### config.mk
export PLATFORM = sky130hd
export DESIGN_NAME = stack3_core
export DESIGN_NICKNAME = d
export VERILOG_FILES = /design/src/rtl/stk_pkg.sv /design/src/rtl/stk_ctrl.sv /design/src/rtl/stk_regs.sv /design/src/rtl/stk_cyc.sv /design/src/rtl/stack3_core.sv
export SDC_FILE = /design/constraint.sdc
export NUM_CORES = 1
export LEC_CHECK = 0
export ABC_CLOCK_PERIOD_IN_PS = 3400
export BUFFER_PORTS_ARGS = -buffer_cell sky130_fd_sc_hd__buf_2
export CAP_MARGIN = 5
export CORE_UTILIZATION = 50
export DETAILED_ROUTE_END_ITERATION = 10
export GPL_TIMING_DRIVEN = 0
export PLACE_DENSITY = 0.75
export RECOVER_POWER = 50
export SLEW_MARGIN = 10
export SYNTH_ARGS = -nofsm -noshare
export SYNTH_HDL_FRONTEND = slang
export SYNTH_SLANG_ARGS = --single-unit
### constraint.sdc
create_clock -name clk -period 3.4 [get_ports clk]
set_clock_uncertainty 0.05 [all_clocks]
set_input_delay 0.17 -clock clk [delete_from_list [all_inputs] [get_ports clk]]
set_output_delay 0.17 -clock clk [all_outputs]
set_load 0.1 [all_outputs]
### src/rtl/stk_pkg.sv
package stk_pkg;
  localparam int OPC_W  = 4;
  localparam int COST_W = 2;

  localparam logic [OPC_W-1:0] OPC_PUSH = 4'd0;
  localparam logic [OPC_W-1:0] OPC_JUMP = 4'd1;
  localparam logic [OPC_W-1:0] OPC_SUM  = 4'd2;

  typedef enum logic [1:0] {ST_IDLE, ST_FETCH, ST_EXEC, ST_HALT} core_st_e;

  function automatic logic op_known(input logic [OPC_W-1:0] opc);
    return (opc == OPC_PUSH) || (opc == OPC_JUMP) || (opc == OPC_SUM);
  endfunction

  function automatic logic [COST_W-1:0] op_cost(input logic [OPC_W-1:0] opc);
    case (opc)
      OPC_JUMP: return 2'd2;
      default:  return 2'd1;
    endcase
  endfunction
endpackage

### src/rtl/stk_ctrl.sv
module stk_ctrl
  import stk_pkg::*;
#(
  parameter int AW = 8
) (
  input  logic                clk,
  input  logic                rst,
  input  logic                start,
  input  logic [AW-1:0]       win_lo,
  input  logic [AW-1:0]       win_hi,
  input  logic [OPC_W-1:0]    opc,
  input  logic [AW-1:0]       nxt_p,
  output logic                load,
  output logic                retire,
  output logic [COST_W-1:0]   cost,
  output logic                halted,
  output logic                bad_op,
  output logic                running,
  output logic [AW-1:0]       lo_q,
  output logic [AW-1:0]       hi_q
);
  core_st_e          st_q;
  logic [COST_W-1:0] wait_q;
  logic              known;
  logic              in_win;

  assign known   = op_known(opc);
  assign cost    = op_cost(opc);
  assign load    = start && (st_q == ST_IDLE || st_q == ST_HALT);
  assign retire  = (st_q == ST_EXEC) && known && (wait_q == cost - 2'd1);
  assign in_win  = (nxt_p >= lo_q) && (nxt_p < hi_q);
  assign running = (st_q == ST_FETCH) || (st_q == ST_EXEC);

  always_ff @(posedge clk) begin
    if (rst) begin
      st_q   <= ST_IDLE;
      wait_q <= '0;
      lo_q   <= '0;
      hi_q   <= '0;
      halted <= 1'b0;
      bad_op <= 1'b0;
    end else if (load) begin
      lo_q   <= win_lo;
      hi_q   <= win_hi;
      bad_op <= 1'b0;
      wait_q <= '0;
      if (win_lo < win_hi) begin
        st_q   <= ST_FETCH;
        halted <= 1'b0;
      end else begin
        st_q   <= ST_HALT;
        halted <= 1'b1;
      end
    end else begin
      case (st_q)
        ST_FETCH: begin
          st_q   <= ST_EXEC;
          wait_q <= '0;
        end
        ST_EXEC: begin
          if (!known) begin
            st_q   <= ST_HALT;
            halted <= 1'b1;
            bad_op <= 1'b1;
          end else if (retire) begin
            wait_q <= '0;
            if (in_win) begin
              st_q <= ST_FETCH;
            end else begin
              st_q   <= ST_HALT;
              halted <= 1'b1;
            end
          end else begin
            wait_q <= wait_q + 2'd1;
          end
        end
        default: ;
      endcase
    end
  end
endmodule

### src/rtl/stk_regs.sv
module stk_regs
  import stk_pkg::*;
#(
  parameter int DW = 16,
  parameter int AW = 8,
  parameter int IW = 16
) (
  input  logic          clk,
  input  logic          rst,
  input  logic          load,
  input  logic          retire,
  input  logic [AW-1:0] start_p,
  input  logic [IW-1:0] instr,
  output logic [DW-1:0] a_q,
  output logic [DW-1:0] b_q,
  output logic [DW-1:0] c_q,
  output logic [AW-1:0] p_q,
  output logic [AW-1:0] nxt_p
);
  localparam int OPND_W = IW - OPC_W;

  logic [OPC_W-1:0]  opc;
  logic [OPND_W-1:0] opnd;
  logic [DW-1:0]     opnd_x;
  logic [AW-1:0]     off_p;

  assign opc    = instr[IW-1:OPND_W];
  assign opnd   = instr[OPND_W-1:0];
  assign opnd_x = {{(DW-OPND_W){opnd[OPND_W-1]}}, opnd};

  generate
    if (AW <= OPND_W) begin : g_off_trunc
      assign off_p = opnd[AW-1:0];
    end else begin : g_off_ext
      assign off_p = {{(AW-OPND_W){opnd[OPND_W-1]}}, opnd};
    end
  endgenerate

  assign nxt_p = (opc == OPC_JUMP) ? (p_q + off_p + {{(AW-1){1'b0}}, 1'b1})
                                   : (p_q + {{(AW-1){1'b0}}, 1'b1});

  always_ff @(posedge clk) begin
    if (rst) begin
      a_q <= '0;
      b_q <= '0;
      c_q <= '0;
      p_q <= '0;
    end else if (load) begin
      a_q <= '0;
      b_q <= '0;
      c_q <= '0;
      p_q <= start_p;
    end else if (retire) begin
      p_q <= nxt_p;
      case (opc)
        OPC_PUSH: begin
          a_q <= opnd_x;
          b_q <= a_q;
          c_q <= b_q;
        end
        OPC_SUM: begin
          a_q <= a_q + b_q;
          b_q <= c_q;
        end
        default: ;
      endcase
    end
  end
endmodule

### src/rtl/stk_cyc.sv
module stk_cyc
  import stk_pkg::*;
#(
  parameter int CW = 32
) (
  input  logic              clk,
  input  logic              rst,
  input  logic              load,
  input  logic              retire,
  input  logic [COST_W-1:0] cost,
  output logic [CW-1:0]     cnt
);
  always_ff @(posedge clk) begin
    if (rst || load) cnt <= '0;
    else if (retire) cnt <= cnt + {{(CW-COST_W){1'b0}}, cost};
  end
endmodule

### src/rtl/stack3_core.sv
module stack3_core
  import stk_pkg::*;
#(
  parameter int DW = 16,
  parameter int AW = 8,
  parameter int IW = 16,
  parameter int CW = 32
) (
  input  logic          clk,
  input  logic          rst,
  input  logic          start,
  input  logic [AW-1:0] win_lo,
  input  logic [AW-1:0] win_hi,
  output logic [AW-1:0] rom_addr,
  input  logic [IW-1:0] rom_data,
  output logic [DW-1:0] obs_a,
  output logic [DW-1:0] obs_b,
  output logic [DW-1:0] obs_c,
  output logic [AW-1:0] obs_p,
  output logic [CW-1:0] cyc_cnt,
  output logic          halted,
  output logic          bad_op
);
  logic              load, retire, running;
  logic [COST_W-1:0] cost;
  logic [AW-1:0]     nxt_p, win_lo_q, win_hi_q;

  stk_ctrl #(.AW(AW)) u_ctrl (
    .clk(clk), .rst(rst), .start(start), .win_lo(win_lo), .win_hi(win_hi),
    .opc(rom_data[IW-1:IW-OPC_W]), .nxt_p(nxt_p), .load(load), .retire(retire),
    .cost(cost), .halted(halted), .bad_op(bad_op), .running(running),
    .lo_q(win_lo_q), .hi_q(win_hi_q)
  );

  stk_regs #(.DW(DW), .AW(AW), .IW(IW)) u_regs (
    .clk(clk), .rst(rst), .load(load), .retire(retire), .start_p(win_lo),
    .instr(rom_data), .a_q(obs_a), .b_q(obs_b), .c_q(obs_c), .p_q(obs_p),
    .nxt_p(nxt_p)
  );

  stk_cyc #(.CW(CW)) u_cyc (
    .clk(clk), .rst(rst), .load(load), .retire(retire), .cost(cost),
    .cnt(cyc_cnt)
  );

  assign rom_addr = obs_p;
endmodule

# Word-level counts from Yosys, hierarchy flattened

Index checks and enable logic that the tools add are counted.
W data, S select, Z words.

Flip-flop bits (word level): 110
Input port bits: 35
Output and inout port bits: 98
Word-level logic and storage cells: 75

Add/subtract/negate cells: 7
$lt $le $gt $ge: 3
Equality and inequality tests: 10
Mux-type cells: 21
Bitwise gates (word level): 1
Reduce and logical (&&, ||, !) cells: 22

Operators by type and width:

| kind                  | number |
|---|---|
| $pmux W16 S2          | 2 |
| $add A32 B2 Y32       | 1 |
| $mux W8               | 3 |
| $add A16 B16 Y16      | 1 |
| $add A8 B1 Y8 const B | 2 |
| $lt A8 B8 Y1          | 2 |
| $mux W2               | 8 |
| $reduce_and A2 Y1     | 5 |
| $add A8 B8 Y8         | 1 |
| $ge A8 B8 Y1          | 1 |
| $pmux W2 S2           | 2 |
| $reduce_bool A2 Y1    | 4 |
| $mux W1               | 6 |
| $ne A3 B2 Y1 const B  | 2 |
| $eq A2 B2 Y1 const B  | 2 |
| $eq A4 B1 Y1 const B  | 1 |
| $eq A4 B2 Y1 const B  | 1 |
| $logic_and A1 B1 Y1   | 4 |
| $logic_not A4 Y1      | 1 |
| $logic_or A1 B1 Y1    | 4 |
| $ne A4 B3 Y1 const B  | 1 |
| $reduce_and A3 Y1     | 1 |
| $reduce_bool A3 Y1    | 1 |
| $add A2 B1 Y2 const B | 1 |
| 7 further kinds       | 7 |

# Depth between registers and ports, before layout

Gate-level depths: netlist of run 1.

Depth after elaboration: 10
Gate-level depth with buffers: 17
Mapped depth without buffers: 17

# Modules after synthesis

A second synthesis of run 1 with hierarchy kept.

Cell total of the unflattened synthesis: 843
Area, all modules: 6734.0 um^2

By module, submodules not included:

| module      | instances | cells each | area each (um^2) | seq. area each (um^2) |
|---|---|---|---|---|
| stk_regs    | 1         | 450        | 3562.2           | 1121.1 |
| stk_cyc     | 1         | 189        | 1612.8           | 640.6 |
| stk_ctrl    | 1         | 196        | 1498.9           | 440.4 |
| stack3_core | 1         | 8          | 60.1             | 0.0 |

# Worst setup path after synthesis of run 1

OpenSTA, ideal clock, no wires.

Kind: reg2reg
Start: register u_regs.p_q[1]
End: register u_ctrl.halted
Library setup time: 0.117 ns
Arrival time: 3.896 ns
Data required time: 3.233 ns
Path slack: -0.663 ns
Cell stages (with the launch flop): 16
Path buffers: 0
Period minus slack after synthesis: 4.063 ns
Cell sequence: dfxtp_1 -> ha_1 -> nor2b_1 -> o21a_1 -> o21a_1 -> nor4_1 -> mux2i_1 -> or2_2 -> xor2_1 -> ha_1 -> and4_1 -> a21oi_1 -> o221ai_1 -> nor2_1 -> a31oi_1 -> o211a_1

Cells in the longest elaborated chain, start to end: 7
Elaborated cells on any way between the ends: 9
Those cells by class: 3 x add/sub; 2 x order compare; 1 x eq/ne; 1 x mux; 2 x reduce/logical

Ends and longest elaborated chain:

| what                                                | RTL line       | text |
|---|---|---|
| start, declared                                     | stk_regs.sv:17 | `output logic [AW-1:0] p_q,` |
| start signal, assigned                              | stk_regs.sv:52 | `p_q <= start_p;` |
| start signal, assigned                              | stk_regs.sv:54 | `p_q <= nxt_p;` |
| $add A8 B8 Y8                                       | stk_regs.sv:39 | `assign nxt_p = (opc == OPC_JUMP) ? (p_q + off_p + {{(AW-1){1'b0}}, 1'b1})` |
| $add A8 B1 Y8                                       | stk_regs.sv:39 |  |
| $mux W8 (*)                                         | stk_regs.sv:39 |  |
| $ge A8 B8 Y1 / $lt A8 B8 Y1 (equally long branches) | stk_ctrl.sv:31 | `assign in_win = (nxt_p >= lo_q) && (nxt_p < hi_q);` |
| $logic_and A1 B1 Y1 (*)                             | stk_ctrl.sv:31 |  |
| $ne A3 B2 Y1 (no line) (*)                          | -              |  |
| $reduce_and A3 Y1 (no line) (*)                     | -              |  |
| end signal, assigned                                | stk_ctrl.sv:40 | `halted <= 1'b0;` |
| end signal, assigned                                | stk_ctrl.sv:49 | `halted <= 1'b0;` |
| end signal, assigned                                | stk_ctrl.sv:52 | `halted <= 1'b1;` |
| end, declared                                       | stk_ctrl.sv:16 | `output logic halted,` |

Mark *: on every way between the ends. The rest lies on a longest branch, timed or not.
A chain may end at the register's enable or synchronous reset.

# Final worst setup path of run 1

Same ends and word-level chain as after synthesis.

==> impl_summary.txt, run 1 <==
----------------------------------------------------
[Clock network]
  Deepest level of the CTS H-tree ... 3
  CTS root buffer ... sky130_fd_sc_hd__clkbuf_16
  Clock tree buffer depth ... 2
  Cts-stage hold buffer count ... 0
  Clock tree from TritonCTS ... yes
  Clk sink count ... 110
  Clock insertion delay at the later pin of the skew report ... 0.35 ns
  Clock-pin slew on the worst setup and hold paths ... 0.07 ns
  Number of clock buffers inserted by TritonCTS ... 9

[STA]
  Worst-Margin Slew ... 1.22 ns
  Final min period ... 3.30 ns
  Aggregate negative setup slack ... 0 ns
  Final setup violation count ... 0
  Highest achievable clock rate ... 0.303 GHz
  Final hold viol count ... 0
  Fin crit share ... 0.971
  Final max-slew violation count ... 0
  Worst slew margin relative to its limit ... 0.190
  Final Hold Slack ... 0.0103 ns

[Synth]
  Adder-cell share of the synthesized area ... 0.104
  Compound-Gate Fraction of Synth Area ... 0.192
  Post-synth design cell area ... 6340 sq um
  Area fraction in and, or, nand and nor cells after synthesis ... 0.227
  Top flip-flop cell by instance count after synthesis ... sky130_fd_sc_hd__dfxtp_1
  Number of nets in the synthesized netlist ... 884
  Sequential element share of the synthesized area ... 0.347
  Async set-reset flop share out of synthesis ... 0
  Mean Syn Cell Area ... 7.94 sq um
  Leading cell types by total area after synthesis ... sky130_fd_sc_hd__dfxtp_1 35%, sky130_fd_sc_hd__ha_1 9.5%, sky130_fd_sc_hd__nand2_1 8.5%
  Number of warnings printed during yosys synthesis ... 0
  Most area-hungry cell type in the Yosys netlist ... sky130_fd_sc_hd__dfxtp_1
  Post-Syn Instances ... 798
  Portion of netlist area occupied by mux cells ... 0.0112
  Combinational family with the most area after synthesis ... simple AND/OR/NAND/NOR gates
  Xor and xnor area share after synthesis ... 0.0635
  Netlist cell types ... 59
  Top-area cell type share of the netlist area ... 0.347
  Number of enable-type register cells in the synthesized netlist ... 0
  Post-synthesis sequential element count ... 110

[Setup path]
  Delay of the slowest critical-path stage ... 0.38 ns
  Setup crit end kind ... flip-flop
  Top delay family on crit path ... compound AO/OA/AOI/OAI gates
  Crit path max fanout ... 5
  Critical path type ... reg2reg
  Worst Setup Start Kind ... flip-flop
  Cell Chain, Critical Path ... ha_4 > nor2b_4 > o21a_1 > o21a_4 > nor4_4 > mux2i_1 > or2_4 > xor2_4 > ha_4 > and4_4 > buf_4 > o211ai_1 > a31oi_1 > o211a_1
  Cell with the largest stage delay on the worst path ... sky130_fd_sc_hd__dfxtp_4
  Arrival time of the worst setup path ... 3.50 ns
  Most repeated library cell on the critical path ... sky130_fd_sc_hd__ha_4
  Critical path required time ... 3.60 ns
  Buf+Inv Stages, Crit Path ... 1

[Floorplanning]
  Cell Rows ... 40
  Horizontal extent of the die ... 115 um
  Number of primary I/O pins ... 133
  DIE HEIGHT ... 115 um
  Floorplan die area ... 13100 sq um
  Effective utilization at floorplan ... 0.521
  Floorplan Core Area ... 12200 sq um

[Global routing]
  Residual overflow from global routing ... 0
  First-pass GRT wire length ... 27.7 mm
  Via count of the first global-routing pass ... 5751
  Total global-route track usage ... 0.265
  Initial antenna violation count ... 0
  Pin count of the biggest net entering global routing ... 17

[Placement]
  Final Wtd Congestion ... 0.936
  Cell total after placement ... 1098
  Number of input and output port buffers inserted ... 132
  Detailed placement HPWL ... 12.5 mm

[Power and ir drop]
  Reported leakage power ... 3.25 nW
  PnR Total Power ... 4.66 mW
  Maximum VDD drop ... 0.474 mV
  Power per cell area ... 606 nW/um^2

[Min path]
  Class of the tightest hold or removal check ... in2reg

[Run status]
  Outcome ... completed

[Drt]
  Antenna viol nets, final ... 0
  Routed WL per cell ... 15.1 um
  Wire length reported by the detailed router ... 16.8 mm
  Vias per std cell ... 5.49
  Number of DRC markers after the initial detailed-route iteration ... 449
  Drt first pass iters ... 8
  Via count ... 6129
  Number of remaining DRC errors ... 0

[Final layout]
  Most common cell after layout, fill and taps aside ... sky130_fd_sc_hd__nand2_1
  Final std cells w/o fill ... 1117
  Final-stage net count ... 1033
  Diode insertion count for antenna repair ... 0
  Utilization of the core after routing ... 0.632
  Area overhead of the layout relative to synthesis ... 21.2%
  Share of post-route cells with drive strength above 1 ... 0.190
  Most frequent cells in the layout ... 143 x sky130_fd_sc_hd__nand2_1, 122 x sky130_fd_sc_hd__buf_2, 103 x sky130_fd_sc_hd__dfxtp_1

[Job]
  Max-cap check violation count ... 0

----------------------------------------------------
[final cells by class]
cell class                      count  area [sq um]
Fill cell                        1116          4480
Multi-Input combinational cell    605          3910
Sequential cell                   110          2220
Timing Repair Buffer              138           692
Clock buffer                        9           225
Tap cell                          168           210
Buffer                             45           208
Inverter                           38           143
Clock inverter                      4          73.8
[power breakdown]
part	total, mW	internal (mW)	switching, mW
combinational	2.02	0.597	1.42
clock	1.10	0.634	0.470
sequential	1.53	1.41	0.124
total	4.66	2.64	2.02
[path summary, 6_finish.rpt]
kind                   from              to  slack [ns]  cells after the start
min reg2reg  u_ctrl.st_q[1]  u_ctrl.st_q[1]        0.40                      2
min               win_hi[0]  u_ctrl.hi_q[0]        0.01                      3
max           u_regs.p_q[1]   u_ctrl.halted         0.1                     14
max reg2reg   u_regs.p_q[1]   u_ctrl.halted         0.1                     14
[cells by family after synthesis]
group           Yosys count
simple gates            311
compound gates          190
flops                   110
buf+inv                  83
fa+ha+maj                51
xor+xnor                 46
mux                       7
[cell usage after synthesis (8+ instances only)]
master	count
sky130_fd_sc_hd__a21oi_1	69
sky130_fd_sc_hd__a311oi_1	19
sky130_fd_sc_hd__a31oi_1	8
sky130_fd_sc_hd__buf_4	8
sky130_fd_sc_hd__clkbuf_1	34
sky130_fd_sc_hd__dfxtp_1	110
sky130_fd_sc_hd__ha_1	48
sky130_fd_sc_hd__inv_1	38
sky130_fd_sc_hd__nand2_1	143
sky130_fd_sc_hd__nand2b_1	8
sky130_fd_sc_hd__nand3_1	20
sky130_fd_sc_hd__nand4_1	11
sky130_fd_sc_hd__nor2_1	73
sky130_fd_sc_hd__o211ai_1	8
sky130_fd_sc_hd__o21ai_0	37
sky130_fd_sc_hd__xnor2_1	15
sky130_fd_sc_hd__xor2_1	31
[what timing repair did]
item | 4_1_cts | 5_1_grt
endpoints found under the setup margin | 2 | 2
endpoints found under the hold margin | 0 | 0
buffers inserted | 0 | 6
gates cloned | 0 | 0
pin swaps | 1 | 11
resized for setup | 0 | 19
[state kept, by name, indices dropped and copies added (netlist names)]
signal and cells:
u_cyc.cnt 32, u_regs.p_q 8, u_regs.c_q 16, u_ctrl.wait_q 2, u_ctrl.halted 1, u_ctrl.st_q 2
u_regs.b_q 16, u_regs.a_q 16, u_ctrl.lo_q 8, u_ctrl.hi_q 8, u_ctrl.bad_op 1
[tightest hold or removal path, stage by stage]
cell	delay, ns
sky130_fd_sc_hd__buf_2	0.10
sky130_fd_sc_hd__nand2_1	0.05
sky130_fd_sc_hd__a21oi_1	0.05
[stage by stage]
stage                     setup slack (ns)  area [sq um]
after floorplan                   0.000865          6380
after global placement             -0.0349          7250
after detailed placement           -0.0507          7250
after CTS                           0.0493          7550
after global routing               -0.0384          7680
final                               0.0972          7680
[per-layer routing]
layer  track usage  part of all wire  vias to the layer above
met5             0                 0                        -
met4        0.0857             0.017                        0
met3        0.0572             0.055                       21
met2         0.446              0.47                      193
met1         0.335              0.45                     2830
li1              -                 -                     3085
Power figures use the tool's default switching activity.
==> run 2, diff against run 1 <==
==> constraint.sdc (replaced) <==
create_clock -name clk -period 3.4 [get_ports clk]
set_clock_uncertainty 0.05 [all_clocks]
set_input_delay 0.17 -clock clk [delete_from_list [all_inputs] [get_ports clk]]
set_output_delay 0.17 -clock clk [all_outputs]
set_load 0.05 [all_outputs]
==> impl_summary.txt, run 2 (synthesis results as in run 1) <==
----------------------------------------------------
[Run status]
  Outcome ... completed

[Setup path]
  Crit path max fanout ... 7 (+2)
  Critical Path Stages ... 14 (unchanged)
  Arrival time of the worst setup path ... 3.44 ns (-0.06 ns)
  Critical path type ... reg2reg
  Delay of the slowest critical-path stage ... 0.42 ns (+0.04 ns)
  R2r startpoint ... u_regs.p_q[5]
  Top delay family on crit path ... compound AO/OA/AOI/OAI gates
  Destination of the worst register-to-register timing path ... u_ctrl.halted
  Internal reg-to-reg setup slack ... 0.18 ns (+0.08 ns)
  Cell with the largest stage delay on the worst path ... sky130_fd_sc_hd__ha_2
  Critical path required time ... 3.62 ns (+0.02 ns)
  Buf+Inv Stages, Crit Path ... 0 (-1)
  Reg2reg path depth ... 14 (unchanged)
  Worst setup path startpoint ... u_regs.p_q[5]
  Capturing element of the worst setup path ... u_ctrl.halted
  Setup crit end kind ... flip-flop
  Worst Setup Start Kind ... flip-flop
  Cell Chain, Critical Path ... ha_2 > o21a_1 > o21ai_0 > nor2b_1 > a311o_1 > or2_4 > xor2_2 > ha_1 > and4_1 > a21oi_2 > o221ai_1 > nor2_1 > a31oi_1 > o211a_1

[STA]
  Fin crit share ... 0.948 (-0.0230)
  Worst Setup Slack, final ... 0.175 ns (+0.0781 ns)
  Final max-slew violation count ... 0 (unchanged)
  Final setup violation count ... 0 (unchanged)
  Worst-Margin Slew ... 0.922 ns (-0.299 ns)
  Final min period ... 3.22 ns (-0.0781 ns)
  Final Hold Slack ... 0.00385 ns (-0.00649 ns)
  Final hold viol count ... 0 (unchanged)
  Worst slew margin relative to its limit ... 0.384 (+0.194)
  Highest achievable clock rate ... 0.310 GHz (+2.4%)

[Clock network]
  Clock tree from TritonCTS ... yes
  Clk sink count ... 110 (unchanged)
  CTS root buffer ... sky130_fd_sc_hd__clkbuf_16
  Number of clock buffers inserted by TritonCTS ... 9 (unchanged)
  Clock insertion delay at the later pin of the skew report ... 0.37 ns (+0.02 ns)
  Deepest level of the CTS H-tree ... 3 (unchanged)
  Clock-pin slew on the worst setup and hold paths ... 0.08 ns (about the same)
  Clock tree buffer depth ... 2 (unchanged)

[Floorplanning]
  Horizontal extent of the die ... 115 um (unchanged)
  DIE HEIGHT ... 115 um (unchanged)
  Floorplan Core Area ... 12200 sq um (unchanged)
  Number of primary I/O pins ... 133 (unchanged)
  Floorplan die area ... 13100 sq um (unchanged)
  Cell Rows ... 40 (unchanged)
  Effective utilization at floorplan ... 0.521 (unchanged)

[Placement]
  Number of input and output port buffers inserted ... 132 (unchanged)
  Cell total after placement ... 1098 (unchanged)
  Placement Cell Area ... 7220 sq um (-0.45%)
  Detailed placement HPWL ... 12.5 mm (-0.25%)
  Final Wtd Congestion ... 0.939 (+0.31%)
  Setup slack at placement ... -0.164 ns (-0.114 ns)

[Final layout]
  Final std cells w/o fill ... 1127 (+0.90%)
  Post-route design area ... 7660 sq um (-0.26%)
  Diode insertion count for antenna repair ... 0 (unchanged)
  Most common cell after layout, fill and taps aside ... sky130_fd_sc_hd__nand2_1
  Final-stage net count ... 1040 (+0.68%)
  Share of post-route cells with drive strength above 1 ... 0.179 (-0.0103)
  Fill cell instance count of the final layout ... 1159 (+3.9%)
  Total area of sequential cells ... 2210 sq um (-0.39%)
  Area overhead of the layout relative to synthesis ... 20.9%
  Most frequent cells in the layout ... 143 x sky130_fd_sc_hd__nand2_1, 124 x sky130_fd_sc_hd__buf_2, 106 x sky130_fd_sc_hd__dfxtp_1
  Footprint of the multi-input gates ... 3800 sq um (-2.8%)
  Largest Register ... u_cyc.cnt
  Largest register FFs ... 32 (unchanged)

[Global routing]
  Via count of the first global-routing pass ... 5671 (-1.4%)
  Total global-route track usage ... 0.263 (-0.00203)
  First-pass GRT wire length ... 27.1 mm (-1.8%)
  Residual overflow from global routing ... 0 (unchanged)
  Initial antenna violation count ... 0 (unchanged)
  Pin count of the biggest net entering global routing ... 22 (+5)

[Power and ir drop]
  Reported leakage power ... 3.28 nW (+0.92%)
  Maximum VDD drop ... 0.334 mV (-30%)
  Power per cell area ... 554 nW/um^2 (-8.6%)

[Drt]
  Wire length reported by the detailed router ... 16.7 mm (-0.79%)
  Antenna viol nets, final ... 0 (unchanged)
  Vias per std cell ... 5.41 (-1.5%)
  Routed WL per cell ... 14.8 um (-1.7%)
  Number of remaining DRC errors ... 0 (unchanged)
  Number of DRC markers after the initial detailed-route iteration ... 429 (-4.5%)
  Via count ... 6092 (-0.60%)
  Drt first pass iters ... 4 (-4)

[Min path]
  Class of the tightest hold or removal check ... in2reg

[Job]
  Max-cap check violation count ... 0 (unchanged)

----------------------------------------------------
## run 2: what timing repair did
item                                    4_1_cts  5_1_grt
endpoints found under the setup margin        2        2
pin swaps                                     7        6
resized for setup                             3        5
hold buffers                                  6        0
setup buffers                                 4        3
hold endpoints to repair                      6        0
## run 2: layer usage
metal | share of wire | vias to the layer above | global-route usage
met5 | 0 | - | 0
met4 | 0.024 | 0 | 0.113
met3 | 0.050 | 27 | 0.0418
met2 | 0.46 | 159 | 0.440
met1 | 0.46 | 2797 | 0.334
li1 | - | 3109 | -
## run 2: area by class of cell
type / count / area share
multi-input combinational: 605 / 0.496
sequential: 110 / 0.289
tap: 168 / 0.0274
clock buffer: 9 / 0.0294
buffer: 45 / 0.0271
timing repair buffer: 145 / 0.0994
inverter: 38 / 0.0186
clock inverter: 7 / 0.0131
## run 2: report_power, final
part	total, mW	switching [mW]	internal, mW
clock network	1.14	0.544	0.596
registers	1.52	0.116	1.40
logic	1.59	1.04	0.549
## run 2: worst min path at each step
stage / startpoint / to / slack [ns] / depth (start not counted)
2_1_floorplan: win_hi[0] / u_ctrl.hi_q[0] / 0.26 / 2
3_3_place_gp: win_hi[3] / u_ctrl.hi_q[3] / 0.37 / 3
3_5_place_dp: win_hi[0] / u_ctrl.hi_q[0] / 0.38 / 3
4_1_cts: win_hi[3] / u_ctrl.hi_q[3] / 0.002 / 3
5_1_grt: win_hi[3] / u_ctrl.hi_q[3] / 0.02 / 3
6_report: win_hi[3] / u_ctrl.hi_q[3] / 0.004 / 3
## run 2: metrics by stage
stage                     power (mW)  setup TNS (ns)  utilization
after floorplan                 2.67               0            -
after global placement          3.04          -0.274        0.594
after detailed placement        3.06          -0.319        0.594
after CTS                       4.24               0        0.629
after global routing            4.49        -0.00647        0.630
final                           4.25               0        0.630
## run 2: worst min-delay path, cell delays in order
cell and delay (ns):
sky130_fd_sc_hd__buf_2 0.10, sky130_fd_sc_hd__nand2_1 0.05, sky130_fd_sc_hd__a21oi_1 0.05
==> run 3, diff against run 2 <==
--- a/config.mk
+++ b/config.mk
@@ -5,13 +5,13 @@
 export SDC_FILE = /design/constraint.sdc
 export NUM_CORES = 1
 export LEC_CHECK = 0
-export ABC_CLOCK_PERIOD_IN_PS = 3400
+export ABC_CLOCK_PERIOD_IN_PS = 3200
 export BUFFER_PORTS_ARGS = -buffer_cell sky130_fd_sc_hd__buf_2
 export CAP_MARGIN = 5
-export CORE_UTILIZATION = 50
+export CORE_UTILIZATION = 55
 export DETAILED_ROUTE_END_ITERATION = 10
 export GPL_TIMING_DRIVEN = 0
-export PLACE_DENSITY = 0.75
+export PLACE_DENSITY = 0.78
 export RECOVER_POWER = 50
 export SLEW_MARGIN = 10
 export SYNTH_ARGS = -nofsm -noshare
==> constraint.sdc (replaced) <==
create_clock -name clk -period 3.2 [get_ports clk]
set_clock_uncertainty 0.05 [all_clocks]
set_input_delay 0.16 -clock clk [delete_from_list [all_inputs] [get_ports clk]]
set_output_delay 0.16 -clock clk [all_outputs]
set_load 0.05 [all_outputs]
==> impl_summary.txt, run 3 (synthesis results as in run 1) <==
----------------------------------------------------
[Run status]
  Outcome ... complete, but fails checks
  Violations in the final reports ... negative setup slack

[Final layout]
  Most common cell after layout, fill and taps aside ... sky130_fd_sc_hd__nand2_1
  Share of post-route cells with drive strength above 1 ... 0.104 (-0.0753)
  Final-stage net count ... 1042 (+0.19%)
  Final std cells w/o fill ... 1101 (-2.3%)
  Diode insertion count for antenna repair ... 0 (unchanged)
  Largest register FFs ... 32 (unchanged)
  Most frequent cells in the layout ... 143 x sky130_fd_sc_hd__nand2_1, 131 x sky130_fd_sc_hd__clkbuf_1, 104 x sky130_fd_sc_hd__dfxtp_1
  Largest Register ... u_cyc.cnt
  Area overhead of the layout relative to synthesis ... 18.8%
  Utilization of the core after routing ... 0.683 (+0.0527)

[Clock network]
  Number of clock buffers inserted by TritonCTS ... 9 (unchanged)
  CTS root buffer ... sky130_fd_sc_hd__clkbuf_16
  Deepest level of the CTS H-tree ... 3 (unchanged)
  Clock insertion delay at the later pin of the skew report ... 0.35 ns (-0.02 ns)
  Clock-pin slew on the worst setup and hold paths ... 0.08 ns (about the same)
  Clk sink count ... 110 (unchanged)
  Clock tree from TritonCTS ... yes
  Cts-stage hold buffer count ... 0 (-6)
  Clock tree buffer depth ... 2 (unchanged)

[Setup path]
  Critical path type ... reg2reg
  Worst Setup Start Kind ... flip-flop
  Cell with the largest stage delay on the worst path ... sky130_fd_sc_hd__dfxtp_4
  Buf+Inv Stages, Crit Path ... 0 (unchanged)
  Cell Chain, Critical Path ... ha_4 > nor2b_4 > o21a_1 > o21a_1 > nor4_2 > mux2i_1 > or2_4 > xor2_2 > ha_1 > and4_4 > a21oi_2 > o221ai_2 > nor2_2 > a31oi_1 > o211a_1
  Crit path max fanout ... 2 (-5)
  Delay of the slowest critical-path stage ... 0.36 ns (-0.06 ns)
  Most repeated library cell on the critical path ... sky130_fd_sc_hd__o21a_1
  Setup crit end kind ... flip-flop
  Top delay family on crit path ... compound AO/OA/AOI/OAI gates
  Arrival time of the worst setup path ... 3.52 ns (+0.08 ns)
  Critical path required time ... 3.39 ns (-0.23 ns)

[Global routing]
  Residual overflow from global routing ... 0 (unchanged)
  Initial antenna violation count ... 0 (unchanged)
  Pin count of the biggest net entering global routing ... 21 (-4.5%)
  First-pass GRT wire length ... 26.6 mm (-2.0%)
  Via count of the first global-routing pass ... 5599 (-1.3%)
  Total global-route track usage ... 0.280 (+0.0179)

[Min path]
  Class of the tightest hold or removal check ... in2reg

[STA]
  Final min period ... 3.32 ns (+0.0978 ns)
  Fin crit share ... 1.04 (+0.0898)
  Final hold viol count ... 0 (unchanged)
  Worst-Margin Slew ... 0.972 ns (+0.0501 ns)
  Final max-slew violation count ... 0 (unchanged)
  Aggregate negative setup slack ... -0.209 ns (-0.209 ns)
  Final setup violation count ... 2 (+2)
  RSZ-0062 raised after global routing ... true
  Highest achievable clock rate ... 0.301 GHz (-2.9%)
  Worst Setup Slack, final ... -0.122 ns (-0.298 ns)
  Worst slew margin relative to its limit ... 0.350 (-0.0335)

[Placement]
  Final Wtd Congestion ... 0.911 (-3.0%)
  Cell total after placement ... 1070 (-2.6%)
  Detailed placement HPWL ... 12.3 mm (-1.8%)
  Number of input and output port buffers inserted ... 132 (unchanged)
  Setup slack at placement ... -0.204 ns (-0.0397 ns)

[Drt]
  Drt first pass iters ... 5 (+1)
  Number of remaining DRC errors ... 0 (unchanged)
  Vias per std cell ... 5.70 (+5.4%)
  Wire length reported by the detailed router ... 16.6 mm (-0.85%)
  Via count ... 6272 (+3.0%)
  Antenna viol nets, final ... 0 (unchanged)
  Routed WL per cell ... 15.0 um (+1.5%)
  Number of DRC markers after the initial detailed-route iteration ... 469 (+9.3%)

[Floorplanning]
  Number of primary I/O pins ... 133 (unchanged)
  Cell Rows ... 38 (-5.0%)
  DIE HEIGHT ... 109 um (-4.6%)
  Floorplan Core Area ... 11000 sq um (-9.3%)
  Effective utilization at floorplan ... 0.575 (+0.0535)
  Horizontal extent of the die ... 109 um (-4.6%)
  Floorplan die area ... 12000 sq um (-8.9%)

[Job]
  Max-cap check violation count ... 0 (unchanged)

[Power and ir drop]
  Maximum VDD drop ... 0.465 mV (+39%)
  Power per cell area ... 597 nW/um^2 (+7.8%)
  Reported leakage power ... 2.91 nW (-11%)

----------------------------------------------------
run 3: changes by cell type in the layout (fill, tap and decap cells not counted), sizes merged:
cell	before	now
clkbuf	53	141
buf	140	61
dlygate4sd3	6	0
clkinv	3	1
inv	41	43
bufinv	1	0
run 3: worst min-delay path: cells and delay by family:
| kind | cells | cell delay (ns) |
|---|---|---|
| and+or+nand+nor | 1 | 0.05 |
| buffers and inverters | 1 | 0.10 |
| AOI/OAI and AO/OA | 1 | 0.05 |
run 3: path summary, 6_finish.rpt:
check	start	endpoint	slack (ns)	depth (start not counted)
worst max-delay path	u_regs.p_q[1]	u_ctrl.halted	-0.12	15
worst min-delay path	win_hi[3]	u_ctrl.hi_q[3]	0.007	3
worst max register to register	u_regs.p_q[1]	u_ctrl.halted	-0.12	15
worst min register to register	u_ctrl.st_q[1]	u_ctrl.st_q[1]	0.41	2
run 3: layer usage:
layer	track usage	share of wire	vias to the layer above
li1	-	-	3109
met1	0.369	0.45	2891
met2	0.468	0.46	231
met3	0.0350	0.059	41
met4	0.109	0.029	0
met5	0	0	-
run 3: power breakdown:
group / internal (mW) / switching, mW
sequential: 1.49 / 0.127
combinational: 0.605 / 1.14
clock: 0.575 / 0.560
total: 2.67 / 1.83
run 3: cell type report:
class | instances | area, sq um
clock buffer | 10 | 239
multi-input combinational | 605 | 3840
clock inverter | 6 | 60.1
timing repair buffer | 147 | 652
sequential | 110 | 2220
fill | 996 | 3500
buffer | 45 | 208
tap | 140 | 175
inverter | 38 | 143
run 3: stage by stage:
stage	area, sq um	total power, mW	hold slack, ns
final	7530	4.50	0.00721
after global routing	7530	4.74	0.00505
after CTS	7610	4.45	0.00226
after detailed placement	7220	3.27	0.368
after global placement	7220	3.24	0.364
after floorplan	6380	2.86	0.246
run 3: timing repair:
item                                    in CTS  in global routing
buffers inserted                            12                  3
pin swaps                                    6                  5
endpoints found under the setup margin       2                  2
gates resized for setup                      2                  8
